### src/rtl/serial_dac_rx_pkg.sv
// Package: shared types and constants for the serial DAC frame receiver.
// Assumes a frame layout of two unused bits, a two-bit mode field, then the code.
package serial_dac_rx_pkg;

    // Power mode field as decoded from frame bits [13:12]
    typedef enum logic [1:0] {
        MODE_RUN       = 2'b00,
        MODE_PD_LOWR   = 2'b01,
        MODE_PD_HIGHR  = 2'b10,
        MODE_PD_FLOAT  = 2'b11
    } pwr_mode_e;

    localparam int MODE_W = 2;

endpackage

### src/rtl/link_sampler.sv
// Module: link_sampler
// Brings the three asynchronous link lines into the system clock through a
// multi-stage synchroniser and flags edges of sync and serial clock.
// Assumes the system clock is at least four times the serial clock, so no
// serial-clock edge is lost. Sync and serial clock reset to their idle-high level.
module link_sampler #(
    parameter int STAGES = 2
) (
    input  logic clk,
    input  logic rst_n,
    input  logic fs_n_raw,
    input  logic sck_raw,
    input  logic sdi_raw,
    output logic sck_fall,
    output logic fs_fall,
    output logic fs_rise,
    output logic sdi_bit
);

    localparam int LINES = 3;
    localparam logic [LINES-1:0] IDLE_VAL = 3'b011; // {sdi, sck, fs}

    logic [LINES-1:0] chain [STAGES];
    logic [LINES-1:0] prev_q;
    logic [LINES-1:0] cur;

    // Synchroniser stage 0 captures the raw lines
    always_ff @(posedge clk) begin
        if (!rst_n) chain[0] <= IDLE_VAL;
        else        chain[0] <= {sdi_raw, sck_raw, fs_n_raw};
    end

    generate
        for (genvar s = 1; s < STAGES; s++) begin : g_stage
            // Each further stage retimes the previous one
            always_ff @(posedge clk) begin
                if (!rst_n) chain[s] <= IDLE_VAL;
                else        chain[s] <= chain[s-1];
            end
        end
    endgenerate

    assign cur = chain[STAGES-1];

    // Keep the last synchronised value for edge detection
    always_ff @(posedge clk) begin
        if (!rst_n) prev_q <= IDLE_VAL;
        else        prev_q <= cur;
    end

    // Edge flags, aligned with the data bit of the same cycle
    always_comb begin
        fs_fall  = prev_q[0] & ~cur[0];
        fs_rise  = ~prev_q[0] & cur[0];
        sck_fall = prev_q[1] & ~cur[1];
        sdi_bit  = cur[2];
    end

endmodule

### src/rtl/frame_shifter.sv
// Module: frame_shifter
// Assembles one frame from synchronised edge flags. A sync fall arms it; each
// armed serial-clock fall shifts one bit in; the FRAME_W-th fall emits the
// payload (the low PAY_W bits) with a one-cycle done flag and disarms.
// A sync rise disarms and clears any partial frame. The top frame bits are
// shifted out and never stored.
module frame_shifter #(
    parameter int FRAME_W = 16,
    parameter int PAY_W   = 14
) (
    input  logic             clk,
    input  logic             rst_n,
    input  logic             sck_fall,
    input  logic             fs_fall,
    input  logic             fs_rise,
    input  logic             sdi_bit,
    output logic             done,
    output logic [PAY_W-1:0] payload
);

    localparam int CNT_W = $clog2(FRAME_W + 1);
    localparam logic [CNT_W-1:0] LAST_EDGE = CNT_W'(FRAME_W - 1);

    logic               armed_q;
    logic [CNT_W-1:0]   cnt_q;
    logic [PAY_W-2:0]   shreg_q;
    logic [PAY_W-1:0]   next_word;

    // Word after shifting in the current bit
    always_comb next_word = {shreg_q, sdi_bit};

    // Frame sequencing: arm, shift, commit, abort
    always_ff @(posedge clk) begin
        if (!rst_n) begin
            armed_q <= 1'b0;
            cnt_q   <= '0;
            shreg_q <= '0;
            done    <= 1'b0;
            payload <= '0;
        end else begin
            done <= 1'b0;
            if (fs_rise) begin
                armed_q <= 1'b0;
                cnt_q   <= '0;
                shreg_q <= '0;
            end else if (fs_fall) begin
                armed_q <= 1'b1;
                cnt_q   <= '0;
                shreg_q <= '0;
            end else if (armed_q && sck_fall) begin
                shreg_q <= next_word[PAY_W-2:0];
                if (cnt_q == LAST_EDGE) begin
                    armed_q <= 1'b0;
                    cnt_q   <= '0;
                    done    <= 1'b1;
                    payload <= next_word;
                end else begin
                    cnt_q <= cnt_q + 1'b1;
                end
            end
        end
    end

endmodule

### src/rtl/dac_regs.sv
// Module: dac_regs
// Holds the converter code and power mode. Both load together when a complete
// frame arrives; the mode never touches the stored code. Reset gives code
// zero and run mode.
module dac_regs
    import serial_dac_rx_pkg::*;
#(
    parameter int CODE_W = 12
) (
    input  logic                     clk,
    input  logic                     rst_n,
    input  logic                     load,
    input  logic [CODE_W+MODE_W-1:0] payload,
    output logic [CODE_W-1:0]        code,
    output pwr_mode_e                mode,
    output logic                     strobe
);

    // Register load on a committed frame
    always_ff @(posedge clk) begin
        if (!rst_n) begin
            code   <= '0;
            mode   <= MODE_RUN;
            strobe <= 1'b0;
        end else begin
            strobe <= load;
            if (load) begin
                code <= payload[CODE_W-1:0];
                mode <= pwr_mode_e'(payload[CODE_W+MODE_W-1:CODE_W]);
            end
        end
    end

endmodule

### src/rtl/serial_dac_rx.sv
// Module: serial_dac_rx (top)
// Three-wire frame receiver for a voltage-output converter: synchronises the
// link, assembles frames and drives the held code, power-down enable and
// termination select. Assumes the system clock is at least 4x the serial clock.
module serial_dac_rx
    import serial_dac_rx_pkg::*;
#(
    parameter int CODE_W      = 12,
    parameter int FRAME_W     = 16,
    parameter int SYNC_STAGES = 2
) (
    input  logic              clk,
    input  logic              rst_n,
    input  logic              fs_n_in,
    input  logic              sck_in,
    input  logic              sdi_in,
    output logic [CODE_W-1:0] dac_code,
    output logic              pd_en,
    output logic [1:0]        term_sel,
    output logic              load_strobe
);

    localparam int PAY_W = CODE_W + MODE_W;

    logic             sck_fall;
    logic             fs_fall;
    logic             fs_rise;
    logic             sdi_bit;
    logic             frame_done;
    logic [PAY_W-1:0] frame_payload;
    pwr_mode_e        mode_q;

    link_sampler #(.STAGES(SYNC_STAGES)) u_sampler (
        .clk      (clk),
        .rst_n    (rst_n),
        .fs_n_raw (fs_n_in),
        .sck_raw  (sck_in),
        .sdi_raw  (sdi_in),
        .sck_fall (sck_fall),
        .fs_fall  (fs_fall),
        .fs_rise  (fs_rise),
        .sdi_bit  (sdi_bit)
    );

    frame_shifter #(.FRAME_W(FRAME_W), .PAY_W(PAY_W)) u_shifter (
        .clk      (clk),
        .rst_n    (rst_n),
        .sck_fall (sck_fall),
        .fs_fall  (fs_fall),
        .fs_rise  (fs_rise),
        .sdi_bit  (sdi_bit),
        .done     (frame_done),
        .payload  (frame_payload)
    );

    dac_regs #(.CODE_W(CODE_W)) u_regs (
        .clk     (clk),
        .rst_n   (rst_n),
        .load    (frame_done),
        .payload (frame_payload),
        .code    (dac_code),
        .mode    (mode_q),
        .strobe  (load_strobe)
    );

    // Analog-side controls derived from the held mode
    always_comb begin
        term_sel = mode_q;
        pd_en    = (mode_q != MODE_RUN);
    end

endmodule

### config.mk
export PLATFORM = sky130hd
export DESIGN_NAME = serial_dac_rx
export DESIGN_NICKNAME = d
export VERILOG_FILES = /design/src/rtl/serial_dac_rx_pkg.sv /design/src/rtl/link_sampler.sv /design/src/rtl/frame_shifter.sv /design/src/rtl/dac_regs.sv /design/src/rtl/serial_dac_rx.sv
export SDC_FILE = /design/constraint.sdc
export NUM_CORES = 1
export LEC_CHECK = 0
export ABC_AREA = 0
export BUFFER_PORTS_ARGS = -buffer_cell sky130_fd_sc_hd__clkbuf_2
export CORE_AREA = 8 8 75 77
export DETAILED_ROUTE_END_ITERATION = 8
export DIE_AREA = 0 0 83 85
export MAX_ROUTING_LAYER = met4
export PLACE_DENSITY = 0.64
export SYNTH_ARGS = -nofsm -noshare
export SYNTH_HDL_FRONTEND = slang
export SYNTH_HIERARCHICAL = 1
export SYNTH_SLANG_ARGS = --single-unit
### constraint.sdc
create_clock -name clk -period 1.6 [get_ports clk]
set_input_delay 0.16 -clock clk [delete_from_list [all_inputs] [get_ports clk]]
set_output_delay 0.16 -clock clk [all_outputs]
set_load 0.01 [all_outputs]
**Word-level counts from Yosys, hierarchy flattened**

Memory sizes are Yosys's and may differ from the RTL's.
Index checks and enable logic that the tools add are counted.

- Output and inout port bits: 16
- Word-level logic and storage cells: 42
- RAM bits: 6
- Bits in latches: 0
- Register bits after elaboration: 51
- ROM bits: 0
- Memories: 1

- Div/mod/pow operators: 0
- Bitwise operators: 12
- Multipliers: 0
- Shifts and indexed selects: 0
- Reductions and logical operators: 9
- $add $sub $neg: 1
- $lt $le $gt $ge: 0
- Mux-type cells: 9
- Equal/unequal tests: 1

Memory list:

| name | depth | width | rd ports | clocked after memory_dff | write ports | line | source |
|---|---|---|---|---|---|---|---|
| u_sampler.chain | 2 | 3 | 2 | 0 | 2 | link_sampler.sv:23 | `logic [LINES-1:0] chain [STAGES];` |

Operators by type and width:

| operator | number |
|---|---|
| 1-bit inverter | 7 |
| 1-bit 2-to-1 mux | 6 |
| 3-bit 2-to-1 mux | 2 |
| 2-bit nonzero test | 3 |
| 5-bit by 1-bit adder with 5-bit output, second input constant | 1 |
| 5-bit by 4-bit equality test with 1-bit output, second input constant | 1 |
| 5-bit 2-to-1 mux | 1 |
| 4-bit AND reduction | 1 |
| 4-bit OR reduction | 1 |
| 1-bit AND | 3 |
| 3-bit OR reduction | 1 |
| 1-bit OR | 2 |
| 2-bit AND reduction | 1 |
| 2-bit OR reduction | 1 |
| 1-bit logical AND | 1 |

**Logic depth before layout (Yosys ltp)**

Gate-level depths: netlist of the first run.

- Depth after elaboration: 5
- Depth in mapped cells: 6
- Mapped depth without buffers: 4

**Hierarchy**

Netlist of the first run, hierarchy kept.

Modules (own cells, without submodules):

| module | times used | area each (µm²) | sequential area each (µm²) | cells an instance |
|---|---|---|---|---|
| frame_shifter | 1 | 1336.3 | 680.7 | 153 |
| dac_regs | 1 | 570.5 | 300.3 | 47 |
| link_sampler | 1 | 229.0 | 160.2 | 19 |
| serial_dac_rx | 1 | 6.3 | 0.0 | 1 |

**Least setup slack after synthesis of the first run**

OpenSTA, ideal clock, no wires.

- Path kind: register to register
- Start point: register u_shifter.cnt_q[0]
- End point: register u_shifter.cnt_q[0]
- Cell stages (with the launch flop): 6
- Arrival time: 1245 ps
- Setup slack: 284 ps
- Setup time: 71 ps
- Cells stage by stage: dfxtp_1 ha_1 and4b_1 buf_6 or3_1 a21oi_2

- Cells in the longest elaborated chain, start to end: 2
- Elaborated cells between the ends (all ways): 3

RTL lines:

| element | line | source |
|---|---|---|
| from (decl) | frame_shifter.sv:25 | `logic [CNT_W-1:0] cnt_q;` |
| from (signal assigned) | frame_shifter.sv:58 | `cnt_q <= cnt_q + 1'b1;` |
| 5-bit by 1-bit adder with 5-bit output / 5-bit by 4-bit equality test with 1-bit output (equally long branches) | frame_shifter.sv:58, frame_shifter.sv:52 |  |
| 5-bit 2-to-1 mux (*) | frame_shifter.sv:52 | `if (cnt_q == LAST_EDGE) begin` |

Mark *: on every way between the ends. The rest lies on a longest branch, timed or not.
A chain may end at the register's enable or synchronous reset.

**Worst setup path in the final report of the first run**

- Start point: register u_shifter.cnt_q[0]
- End point: register u_shifter.payload[6]

- Cells in the longest elaborated chain, start to end: 2

RTL lines:

| element | line | source |
|---|---|---|
| 5-bit by 4-bit equality test with 1-bit output | frame_shifter.sv:52 |  |
| 4-bit AND reduction (no line) | - |  |
| to (signal assigned) | frame_shifter.sv:56 | `payload <= next_word;` |
| to (decl) | frame_shifter.sv:18 | `output logic [PAY_W-1:0] payload` |

No other way between the ends.

==> key figures, run 1 <==
Outcome
  – Status: finished clean

Clock tree
  – Worst-path clk slew: 0.06 ns
  – CTS tree: built
  – Post-CTS setup buffer count: 0
  – Clk buf depth: 2
  – CTS sink cnt: 57
  – # H-tree levels: 3
  – Num CTS Buffers: 9
  – Worst skew pair latency: roughly 0.33 ns
  – Post-cts sizing count: 0
  – Clk root buf: clkbuf_8

Routing
  – Post-DR wirelength/cell: 12.58 um
  – Via count: between 1500 and 2000
  – Vias per std cell: 4.987
  – Routed Antenna Nets: 0
  – Detailed Route Iter0 Violations: 98
  – First-pass iteration count of the detailed router: 4
  – DRT Wirelength: 3875 um
  – Residual DRC: 0

STA
  – Period utilization: a little over four fifths
  – Slew HR: roughly four fifths
  – Fmax: 749.8 MHz
  – Period minus WS final: between 1 and 1.5 ns
  – Worst Tran Pin Value: 0.3054 ns
  – Hold WS: 0.01214 ns
  – RSZ-0062 raised after global routing: no
  – Setup TNS: 0 ns
  – Clk_skew: 0.007087 ns
  – Max-slew violations: 0
  – # setup viols final: 0
  – Final hold vios: 0

Cells and area
  – Share of layout cells above drive strength 1: 18.50%
  – Diodes inserted: 0
  – Fin nets: between 200 and 300
  – Finished Layout Cells: 308
  – Layout area overhead: 17.17%
  – Commonest non-fill, non-tap cells in the layout: dfxtp_1 (57), nand2_1 (31), clkbuf_2 (20)
  – Commonest non-fill, non-tap cell in the layout: dfxtp_1
  – Post-Route Utilization: a little under three fifths
  – Fillers: about 430

Die
  – Core area: 4536 um2
  – Starting Density: a little under half
  – DIE HEIGHT: 85 um
  – Die Wd: 83 um
  – Row cnt: 25
  – Die area: 7055 um2
  – I/O pin count: 21

Yosys
  – Cell Area, Synth: 2142 um2
  – Top-area cell type share of the netlist area: between 50% and 60%
  – Synthesis Warnings: 6
  – Yosys top cell by area: dfxtp_1
  – Yosys cell types: 34
  – Syn_area_per_cell: 9.737 um2
  – Seq/Total Area, Yosys: between 50% and 60%
  – Synth area leaders: dfxtp_1 (53%), mux2i_1 (6.5%), nand2_1 (5.4%)
  – Synthesis-stage register bit count: 57
  – Syn Inst Count: 220
  – Syn nets: 226

Global route
  – Total congestion overflow: 0
  – First-pass GRT wire length: 6775 um
  – Tot GR Track Use: 11.99%
  – Gr busiest metal: met2
  – Vias in the first global route: around 1500
  – Initial antenna violation count: 0
  – Routing usage on met2: 17.33%
  – GRT met1 Usage: 13.96%
  – Pin count of the biggest net entering global routing: 28
  – Met3 usage: 5.460%

Critical path
  – Worst setup SP type: flop
  – CP Max Fanout: 8
  – Critical Path Sink Type: flop
  – Critical Path AT: approximately 1.6 ns
  – R2r setup slk: approximately 0.27 ns
  – Critical Path RT: 1.85 ns
  – Setup Crit Path Kind: reg -> reg

Placement
  – Port bufs: 20
  – RePlAce Congestion: 0.7634
  – DP HPWL: 2494 um
  – Placed Cells: between 200 and 300

Power
  – Power Density: 1143 nW/um2
  – Leak: 0.8983 nW
  – Max VDD drop: around 0.63 mV

Flow run
  – Max Cap Viol: 0

Worst hold path
  – Kind of path behind the tightest hold check: in -> reg
[critical path: stages (launching register included)]
cell,delay (ns)
dfxtp_1,0.39
ha_1,0.21
and4b_1,0.26
buf_4,0.18
nand3_1,0.08
a21boi_1,0.15
[flip-flops by register name (all words and copies together) (netlist names)]
register / count
u_regs/code: 12
u_regs/mode: 2
u_regs/strobe: 1
u_sampler/chain: 6
u_sampler/prev_q: 2
u_shifter/armed_q: 1
u_shifter/cnt_q: 5
u_shifter/done: 1
u_shifter/payload: 14
u_shifter/shreg_q: 13
[report_power, final]
part	switching (W)	internal [W]
registers	0.00000466	0.00143
logic	0.0000337	0.0000295
clock network	0.000525	0.000845
[through the flow]
step                setup slack [ns]  instance area [um2]  total power [W]
finish                        0.2663                 2510         0.002868
global route                  0.1247                 2510         0.002964
CTS                           0.2543                 2510         0.002904
detailed placement            0.2687                 2292         0.001527
global placement              0.3088                 2292         0.001527
floorplan                     0.2842                 2142         0.001503
[kinds of logic after synthesis]
kind of cell               after synthesis  synth area share (%)
and+or+nand+nor                         86                 21.20
DFF                                     57                 53.27
AOI/OAI and AO/OA                       47                 13.49
buffers and inverters                   14                 4.497
muxes                                   14                 6.542
xor gates and xnor gates                 1                0.4090
adders and majority gates                1                0.5840
[synthesized netlist by cell type]
| library cell | count |
|---|---|
| nor3b_1 | 1 |
| a311oi_1 | 1 |
| buf_4 | 2 |
| ha_1 | 1 |
| o21ai_0 | 14 |
| nand2_1 | 31 |
| and4b_1 | 1 |
| buf_2 | 4 |
| and2_1 | 3 |
| nand4bb_1 | 1 |
| dfxtp_1 | 57 |
| or2_1 | 1 |
| a21oi_1 | 14 |
| buf_12 | 1 |
| nand3_1 | 17 |
| a21boi_1 | 10 |
| and4bb_2 | 1 |
| nor2b_1 | 17 |
| nand4b_1 | 1 |
| nand3b_1 | 1 |
| nor2_1 | 2 |
| o211a_1 | 1 |
| nor3_1 | 1 |
| a41oi_1 | 1 |
| mux2i_1 | 14 |
| xor2_1 | 1 |
| a21oi_2 | 1 |
| and2_2 | 1 |
| inv_1 | 1 |
| a21boi_0 | 5 |
| nand2b_1 | 6 |
| or3_1 | 1 |
| clkbuf_1 | 4 |
| buf_6 | 2 |
[repair_timing]
| item | CTS | global route |
|---|---|---|
| hold endpoints to repair | 1 | 0 |
| hold buffers | 1 | 0 |
| setup endpoints to repair | 0 | 0 |
[layer usage]
layer / vias up / part of all wire (%) / wire (um)
met5: - / 0 / 0
met4: 0 / 1.7 / 64
met3: 9 / 5.8 / 223
met2: 38 / 42 / 1615
met1: 679 / 51 / 1971
li1: 810 / - / -
[layout make-up]
cell class / instances / area, um2 / area share (%)
inverters: 1 / 3.754 / 0.1496
multi-input cells: 149 / 904.6 / 36.04
repair buffers: 31 / 185.2 / 7.378
clock buffers: 14 / 172.7 / 6.879
well taps: 54 / 67.56 / 2.692
clock inverters: 2 / 35.03 / 1.396
flip-flops and latches: 57 / 1141 / 45.46
[worst paths after layout]
kind                               from                    end  depth (start not counted)
setup reg to reg     u_shifter/cnt_q[0]   u_shifter/payload[6]                          5
setup / recovery     u_shifter/cnt_q[0]   u_shifter/payload[6]                          5
hold / removal                   sck_in  u_sampler/chain[0][1]                          2
hold reg to reg   u_sampler/chain[0][1]  u_sampler/chain[1][1]                          1
Note: power is estimated with default switching activity, not from simulation.
==> inputs of run 2 (changes only) <==
clock period = 1.36 ns   (was 1.6 ns; I/O delays follow)
==> key figures, run 2 (synthesis results as in run 1) <==
Cells and area
  – Diodes inserted: 0 (unchanged)
  – Commonest non-fill, non-tap cell in the layout: dfxtp_1
  – Layout area overhead: 19.57%
  – Finished Cell Area: 2561 um2 (+2.0%)
  – Fin nets: 260 (+2.0%)
  – Max FFs per register: 14 (unchanged)
  – Share of layout cells above drive strength 1: 22.01% (+3.5 points)
  – Commonest non-fill, non-tap cells in the layout: dfxtp_1 (56), nand2_1 (31), clkbuf_2 (20)
  – Reg with most FFs: u_shifter/payload
  – Top Registers: u_shifter/payload: 14 flops, u_shifter/shreg_q: 13 flops, u_regs/code: 12 flops

Placement
  – RePlAce Congestion: 0.7914 (+3.7%)
  – Placed cell area: 2347 um2 (+2.4%)
  – DP HPWL: 2570 um (+3.0%)
  – Port bufs: 20 (unchanged)

Clock tree
  – Worst-path clk slew: 0.06 ns (about the same)
  – Clk buf depth: 2 (unchanged)
  – # H-tree levels: 3 (unchanged)
  – CTS sink cnt: 57 (unchanged)
  – Num CTS Buffers: 9 (unchanged)
  – Post-CTS setup buffer count: 0 (unchanged)
  – CTS tree: built
  – Worst skew pair latency: 0.32 ns (about the same)
  – Clk root buf: clkbuf_8

Critical path
  – CP Max Fanout: 14 (+6)
  – Slowest Stage Delay on Critical Path: 0.33 ns (-0.06 ns)
  – Reg-to-reg critical path startpoint: u_sampler/chain[1][0]
  – Critical Path Sink Type: flop
  – Top Family by Delay on Critical Path: simple AND/OR/NAND/NOR gates
  – CP Buf/Inv Count: 1 (unchanged)
  – Setup Crit Path Kind: reg -> reg
  – Critical Path RT: 1.57 ns (-0.28 ns)
  – Worst R2R Path Depth: 5 (unchanged)
  – Critical Path AT: 1.48 ns (-0.10 ns)
  – Reg2reg end: u_shifter/payload[9]
  – R2r setup slk: 0.09 ns (-0.17 ns)
  – Slowest cell on the critical path: dfxtp_1
  – Crit path depth: 5 (unchanged)
  – Crit-path cells: nor2b_2, nand4bb_1, buf_4, o21ai_0, a21boi_1
  – Worst setup SP type: flop

Power
  – Max VDD drop: 0.8285 mV (+31%)
  – Logic pwr share: 2.8% (+0.6 points)
  – Clk pwr share: 43.4% (-4.4 points)
  – Cell internal pwr: 0.002478 W (+7.5%)
  – Power Density: 1224 nW/um2 (+7.1%)
  – Final Power: 0.003134 W (+9.3%)
  – Seq pwr share: 53.8% (+3.8 points)
  – Leak: 0.9207 nW (+2.5%)
  – Sw Pwr: 0.0006560 W (+16%)
  – Sw Ratio: 20.93% (+1.3 points)

Global route
  – Tot GR Track Use: 12.35% (+0.36 points)
  – GRT met1 Usage: 14.32% (+0.36 points)
  – Total congestion overflow: 0 (unchanged)
  – Routing usage on met2: 17.82% (+0.50 points)
  – First-pass GRT wire length: 6989 um (+3.2%)
  – Initial antenna violation count: 0 (unchanged)
  – Pin count of the biggest net entering global routing: 30 (+7.1%)
  – Met3 usage: 3.831% (-1.6 points)
  – Gr busiest metal: met2
  – Vias in the first global route: 1543 (+5.5%)

Routing
  – Routed Antenna Nets: 0 (unchanged)
  – Post-DR wirelength/cell: 12.35 um (-1.8%)
  – Via count: 1531 (-0.33%)
  – First-pass iteration count of the detailed router: 4 (unchanged)
  – Vias per std cell: 4.891 (-1.9%)
  – DRT Wirelength: 3867 um (-0.21%)
  – Detailed Route Iter0 Violations: 167 (+70%)
  – Residual DRC: 0 (unchanged)

Worst hold path
  – Min-delay src: rst_n
  – Kind of path behind the tightest hold check: in -> reg
  – Hold EP: u_sampler/chain[0][1]
  – Hold Crit Depth: 2 (unchanged)

Die
  – Starting Density: 47.23% (unchanged)
  – Core area: 4536 um2 (unchanged)
  – DIE HEIGHT: 85 um (unchanged)
  – Die Wd: 83 um (unchanged)
  – Row cnt: 25 (unchanged)
  – Die area: 7055 um2 (unchanged)
  – I/O pin count: 21 (unchanged)

STA
  – Max-slew violations: 0 (unchanged)
  – Setup TNS: 0 ns (unchanged)
  – Fmax: 788.3 MHz (+5.1%)
  – Final hold vios: 0 (unchanged)
  – Worst Tran Pin Value: 0.2520 ns (-0.05343 ns)
  – Clk_skew: 0.004816 ns (-0.002271 ns)
  – Slew HR: 83.20% (+3.6 points)
  – Period minus WS final: 1.268 ns (-0.06526 ns)
  – # setup viols final: 0 (unchanged)
  – Period utilization: 93.27% (+9.9 points)

Outcome
  – Status: finished clean

Flow run
  – Max Cap Viol: 0 (unchanged)
==> run 2: cell types whose count changed in the layout (fill, tap and decap cells not counted), moves of 2 or more <==
cell      before  now
nor2b_1       17   14
buf_6          0    2
clkinv_2       1    3
buf_12         0    2
nor2b_2        0    3
==> run 2: area by class of cell <==
type	count	area, um2
timing repair buffer	36	257.7
sequential	57	1142
inverter	1	3.754
fill	406	1974
tap	54	67.56
clock inverter	3	15.01
clock buffer	13	158.9
multi-input combinational	149	915.9
==> run 2: stage by stage <==
stage | std cells | utilization [%] | worst slack (ns) | hold slack (ns)
5_1_grt | 313 | 56.47 | -0.01784 | 0.004817
3_5_place_dp | 295 | 51.75 | 0.02268 | 0.3270
6_report | 313 | 56.47 | 0.09152 | 0.01878
3_3_place_gp | 295 | 51.75 | 0.07903 | 0.3265
2_1_floorplan | 220 | - | 0.04421 | 0.2090
4_1_cts | 313 | 56.03 | 0.004778 | 0.002158
==> run 2: worst max-delay path by stage <==
stage | from | to
2_1_floorplan | u_shifter/cnt_q[0] | u_shifter/cnt_q[0]
3_3_place_gp | u_sampler/prev_q[1] | u_shifter/payload[10]
3_5_place_dp | u_sampler/prev_q[1] | u_shifter/payload[11]
4_1_cts | u_sampler/prev_q[1] | u_shifter/payload[11]
5_1_grt | u_sampler/prev_q[1] | u_shifter/shreg_q[3]
6_report | u_sampler/chain[1][0] | u_shifter/payload[9]
==> run 2: power by group through the flow <==
stage               sequential, W  combinational (W)  clock (W)
global route              0.00169          0.0000946    0.00150
global placement          0.00172          0.0000824          0
floorplan                 0.00172          0.0000457          0
detailed placement        0.00172          0.0000825          0
CTS                       0.00169          0.0000871    0.00141
finish                    0.00169          0.0000867    0.00136
==> run 2: timing repair <==
action / in CTS / in global routing
setup endpoints to repair: 0 / 29
hold endpoints to repair: 2 / 0
gates resized for setup: 0 / 9
hold buffers: 2 / 0
==> run 2: metal layers <==
metal / wire [um] / share of wire (%)
met1: 1911 / 49
met3: 177 / 4.6
met4: 54 / 1.4
met2: 1724 / 45
met5: 0 / 0
